===== src/rtl/ir_port_reg.sv =====
module ir_port_reg #(
  parameter logic [7:0] IDLE_VALUE = 8'hFF
) (
  input  logic       clk,
  input  logic       rst_n,
  input  logic       wr_en,
  input  logic [7:0] wr_data,
  input  logic       rd_en,
  output logic [7:0] rd_data,
  input  logic       color_mode,
  input  logic       ext_ir,
  input  logic       cart_led,
  output logic       led_out
);
  localparam logic [7:0] KEEP_MASK = 8'hC1;
  localparam logic [7:0] FILL_ONES = 8'h3C;

  logic [7:0] ctrl_q;
  logic       light;
  logic       armed;
  logic [7:0] status;

  always_ff @(posedge clk or negedge rst_n) begin
    if (!rst_n)     ctrl_q <= '0;
    else if (wr_en) ctrl_q <= wr_data & KEEP_MASK;
  end

  assign led_out = ctrl_q[0];
  assign light   = ext_ir | ctrl_q[0] | cart_led;
  assign armed   = &ctrl_q[7:6];
  assign status  = (ctrl_q & KEEP_MASK) | FILL_ONES | {6'b0, armed & light, 1'b0};
  assign rd_data = !rd_en ? 8'h00 : (color_mode ? status : IDLE_VALUE);

  a_r1_reset_dark: assert property (@(posedge clk) disable iff (!rst_n)
    $rose(rst_n) |-> !led_out);
  a_r2_mono_idle: assert property (@(posedge clk) disable iff (!rst_n)
    (rd_en && !color_mode) |-> rd_data == IDLE_VALUE);
  a_r3_fill_ones: assert property (@(posedge clk) disable iff (!rst_n)
    (rd_en && color_mode) |-> rd_data[5:2] == 4'hF);
  a_r5_no_light_no_detect: assert property (@(posedge clk) disable iff (!rst_n)
    (rd_en && color_mode && !ext_ir && !cart_led && !led_out) |-> !rd_data[1]);
  a_r7_led_follows_write: assert property (@(posedge clk) disable iff (!rst_n)
    wr_en |=> led_out == $past(wr_data[0]));
  a_r10_hold: assert property (@(posedge clk) disable iff (!rst_n)
    !wr_en |=> $stable(led_out));
  a_r9_quiet_bus: assert property (@(posedge clk) disable iff (!rst_n)
    !rd_en |-> rd_data == 8'h00);
endmodule


===== config.mk =====
export PLATFORM = sky130hd
export DESIGN_NAME = ir_port_reg
export DESIGN_NICKNAME = d
export VERILOG_FILES = /design/src/rtl/ir_port_reg.sv
export SDC_FILE = /design/constraint.sdc
export NUM_CORES = 1
export LEC_CHECK = 0
export BUFFER_PORTS_ARGS = -buffer_cell sky130_fd_sc_hd__buf_2
export CORE_AREA = 8 8 45 47
export DETAILED_ROUTE_END_ITERATION = 16
export DIE_AREA = 0 0 53 55
export HOLD_SLACK_MARGIN = 0.15
export SYNTH_ARGS = -nofsm -noshare
export SYNTH_HDL_FRONTEND = slang
export SYNTH_SLANG_ARGS = --single-unit

===== constraint.sdc =====
create_clock -name clk -period 1.76 [get_ports clk]
set_input_delay 0.528 -clock clk [delete_from_list [all_inputs] [get_ports clk]]
set_output_delay 0.528 -clock clk [all_outputs]
set_load 0.05 [all_outputs]

* After elaboration in Yosys (flattened, before gate mapping) *
Cells that the tools add are included.

cells by class
  multiplexer cells = 2
  bitwise gates (word level) = 4
  reductions and logical operators = 1

operators with widths
  kind               number
  $mux W8            2
  $or A8 B2 Y8       1
  $or A1 B1 Y1       2
  $reduce_and A2 Y1  1
  $and A1 B1 Y1      1

storage, ports and cells
  output and inout bits = 9
  register bits = 3

* Longest topological paths before layout *
  depth in word-level cells = 6
  gate-level depth with buffers = 2
  mapped depth without buffers = 2

* Worst setup path after synthesis *
Ideal clock, no wire load.

  path type = register to output
  start = register ctrl_q[0]
  end = output rd_data[0]
  cell stages (with the launch flop) = 3
  required time = 1.232 ns
  arrival time = 1.878 ns
  slack = -0.646 ns
  cell sequence = dfrtp_1 > inv_1 > a21boi_0

between the ends
  cells in the longest elaborated chain, start to end = 3

RTL lines
  item                      line  RTL
  start: declaration        18    logic [7:0] ctrl_q;
  start signal: assignment  25    else if (wr_en) ctrl_q <= wr_data & KEEP_MASK;
  $or A8 B2 Y8              31    assign status = (ctrl_q & KEEP_MASK) | FILL_ONES | {6'b0, armed & light, 1'b0};
  $mux W8 (2 in a row)      32    assign rd_data = !rd_en ? 8'h00 : (color_mode ? status : IDLE_VALUE);
  end: declaration          9     output logic [7:0] rd_data,

No other way between the ends.

* Worst setup path in the final report *
  start = input ext_ir
  end = output rd_data[1]

between the ends
  cells in the longest elaborated chain, start to end = 6

RTL lines
  item                       line  RTL
  start: declaration         11    input logic ext_ir,
  $or A1 B1 Y1 (2 in a row)  29    assign light = ext_ir | ctrl_q[0] | cart_led;
  $and A1 B1 Y1              31
  $or A8 B2 Y8               31
  $mux W8 (2 in a row)       32

No other way between the ends.

==> results_dict.tcl <==
set metrics [dict create \
    cap_violations 0 \
    seq_power_share_pct 27.4 \
    post_synth_main_area_contributors "dfrtp_1 41%, buf_4 17%, a21boi_0 12%, o21ai_0 8.3%, inv_1 6.2%" \
    cts_tree "built" \
    grt_pass1_wl_um 841 \
    reg_top3 "ctrl_q: 3 flops" \
    grt_pass1_vias 226 \
    die_h_um 55 \
    cts_buffers 3 \
    fin_area_um2 334 \
    place_area_um2 278 \
    swShare_pct 37.3 \
    yosys.area.top_type "dfrtp_1" \
    dp_cells 51 \
    syn_inst 21 \
    fin_crit_sh_pct 97.9 \
    post_drt_wl_per_cell_um 10.7 \
    p_per_area_nw_per_um2 909 \
    setup.worst_path.end "rd_data[1]" \
    n_antenna_cell 0 \
    fmax_mhz 580 \
    drtAntennaViolNets 0 \
    drc_errors 0 \
    synth_area_um2 181 \
    slew_headroom_pct 83.4 \
    routed_wl_um 599 \
    power_frac_comb_pct 33.5 \
    grt_usage_pct 4.43 \
    antenna_found_initial 0 \
    yosysSeqAreaShare_pct 41.4 \
    largest_register_ffs 3 \
    worstSetupStartpoint "ext_ir" \
    setup_slack_ps 36.4 \
    start_kind "input port" \
    fill_cells 158 \
    clockRootBuffer "clkbuf_4" \
    synth.most_common_cell "buf_4" \
    r2r_slack_ps 1040 \
    drt_iter0_drc 0 \
    hold_viol 0 \
    ios 24 \
    tightest_slew_ps 251 \
    dieArea_um2 2920 \
    setup_viol_count_final 0 \
    fin_cells 56 \
    status "complete, no violations" \
    die_w_um 53 \
    grt_max_degree 9 \
    vias 197 \
    h-tree-depth 1 \
    synth_edf_count 0 \
    synth_seq_cells 3 \
    grt_overflow 0 \
    io_buffers 18 \
    via_per_inst 3.52 \
    dr.pass1.iters 1 \
    start_util_pct 13.1 \
    syn_avg_cell_area_um2 8.64 \
    clk_latency_ps 230 \
    yosysWarnings 0 \
    cts.sinks 3 \
    worstHoldPathType "in -> reg" \
    period_needed_ps 1720 \
    p_clk_share_pct 39.1 \
    worstReg2RegEnd "ctrl_q[0]" \
    drive_above_1_share_pct 67.5 \
    drv_slew 0 \
    worstPathRequired_ps 1230 \
    switching_power_w 0.000113 \
    clockBufferDepth 2 \
    synth_cell_types 8 \
    cp_data_arrival_time_ps 1200 \
    r2r_start "ctrl_q[0]" \
    synth_top_cell_area_share_pct 41.4 \
    post_cts_buffers 0 \
    p_leak_nw 0.168 \
    dpl.hpwl_um 485 \
    p_int_w 0.000191 \
    end_kind "output port" \
    path_clk_slew_ps 40 \
    cp_max_fo 1 \
    nNetsFinal 56 \
    globalplace.congestion 0.692 \
    synth_nets 36 \
    irDropWorstVdd_mv 0.126 \
    crit_type "in -> out" \
    synth-main-ff-cell "dfrtp_1" \
    core_area_um2 1380 \
    r2r_cells 2 \
    place_ws_ps -26.9 \
    synthArstFlopShare_pct 100 \
    rows 14 \
    syn_to_final_growth_pct 84.1 \
    regMostFlops "ctrl_q" \
    finClkSkew_ps 0 \
]
[how the worst min path moves through the flow]
| stage | depth (start not counted) | from | slack [ps] | to |
|---|---|---|---|---|
| final | 3 | wr_data[6] | 500 | ctrl_q[6] |
| after global routing | 3 | wr_data[7] | 510 | ctrl_q[7] |
| after CTS | 3 | wr_data[6] | 500 | ctrl_q[6] |
| after detailed placement | 1 | rst_n | 320 | ctrl_q[7] |
| after global placement | 1 | rst_n | 320 | ctrl_q[7] |
| after floorplan | 0 | rst_n | 230 | ctrl_q[0] |
[kinds of logic after synthesis]
group | Yosys count | share of synthesized area (%)
and+or+nand+nor | 3 | 6.21
buffers and inverters | 7 | 22.8
DFF | 3 | 41.4
AOI/OAI and AO/OA | 8 | 29.7
[metal layers]
layer	part of all wire, %	vias up	global-route usage (%)
met5	0	-	0
met4	0	0	7.76
met3	15	0	3.48
met2	55	8	5.66
met1	30	86	3.21
li1	-	103	-
[layout make-up]
cell class                      instances  area [um^2]  share of cell area [%]
Tap cell                               16         20.0                    5.99
Clock buffer                            4         26.3                    7.87
Inverter                                3         11.3                    3.37
Sequential cell                         3         76.3                    22.8
Timing Repair Buffer                   19          103                    30.7
Multi-Input combinational cell         11         97.6                    29.2
[cells in the final DEF, fill, tap and decap left out]
master         count
a21boi_2           4
buf_2             17
buf_4              1
clkbuf_1           1
clkbuf_4           3
dfrtp_1            2
dfrtp_2            1
dlygate4sd3_1      1
inv_1              3
nand2_1            3
o21ai_0            3
o311ai_4           1
[metrics by stage]
stage	setup TNS, ps	hold WS, ps	total power (W)	util [%]
floorplan	0	232	0.000153	-
global placement	-0.655	323	0.000177	20.1
detailed placement	-26.9	323	0.000177	20.1
CTS	0	501	0.000306	23.2
global route	-8.37	515	0.000322	24.1
finish	0	504	0.000304	24.1
[critical path, stage by stage]
cell	delay, ps
buf_2	110
o311ai_4	280
a21boi_2	80
buf_4	190
[power groups by stage]
| stage | Combinational, W | Clock [W] | Sequential [W] |
|---|---|---|---|
| floorplan | 0.0000654 | 0 | 0.0000873 |
| global placement | 0.0000963 | 0 | 0.0000805 |
| finish | 0.000102 | 0.000119 | 0.0000833 |
| global route | 0.000109 | 0.000129 | 0.0000847 |
| detailed placement | 0.0000966 | 0 | 0.0000806 |
| CTS | 0.0000998 | 0.000126 | 0.0000810 |
[repair_timing]
| item | CTS | global route |
|---|---|---|
| resized for setup | 1 | 3 |
| hold endpoints to repair | 3 | 0 |
| setup endpoints to repair | 1 | 1 |
| hold buffers | 1 | 0 |
Note: power is estimated with default switching activity, not from simulation.
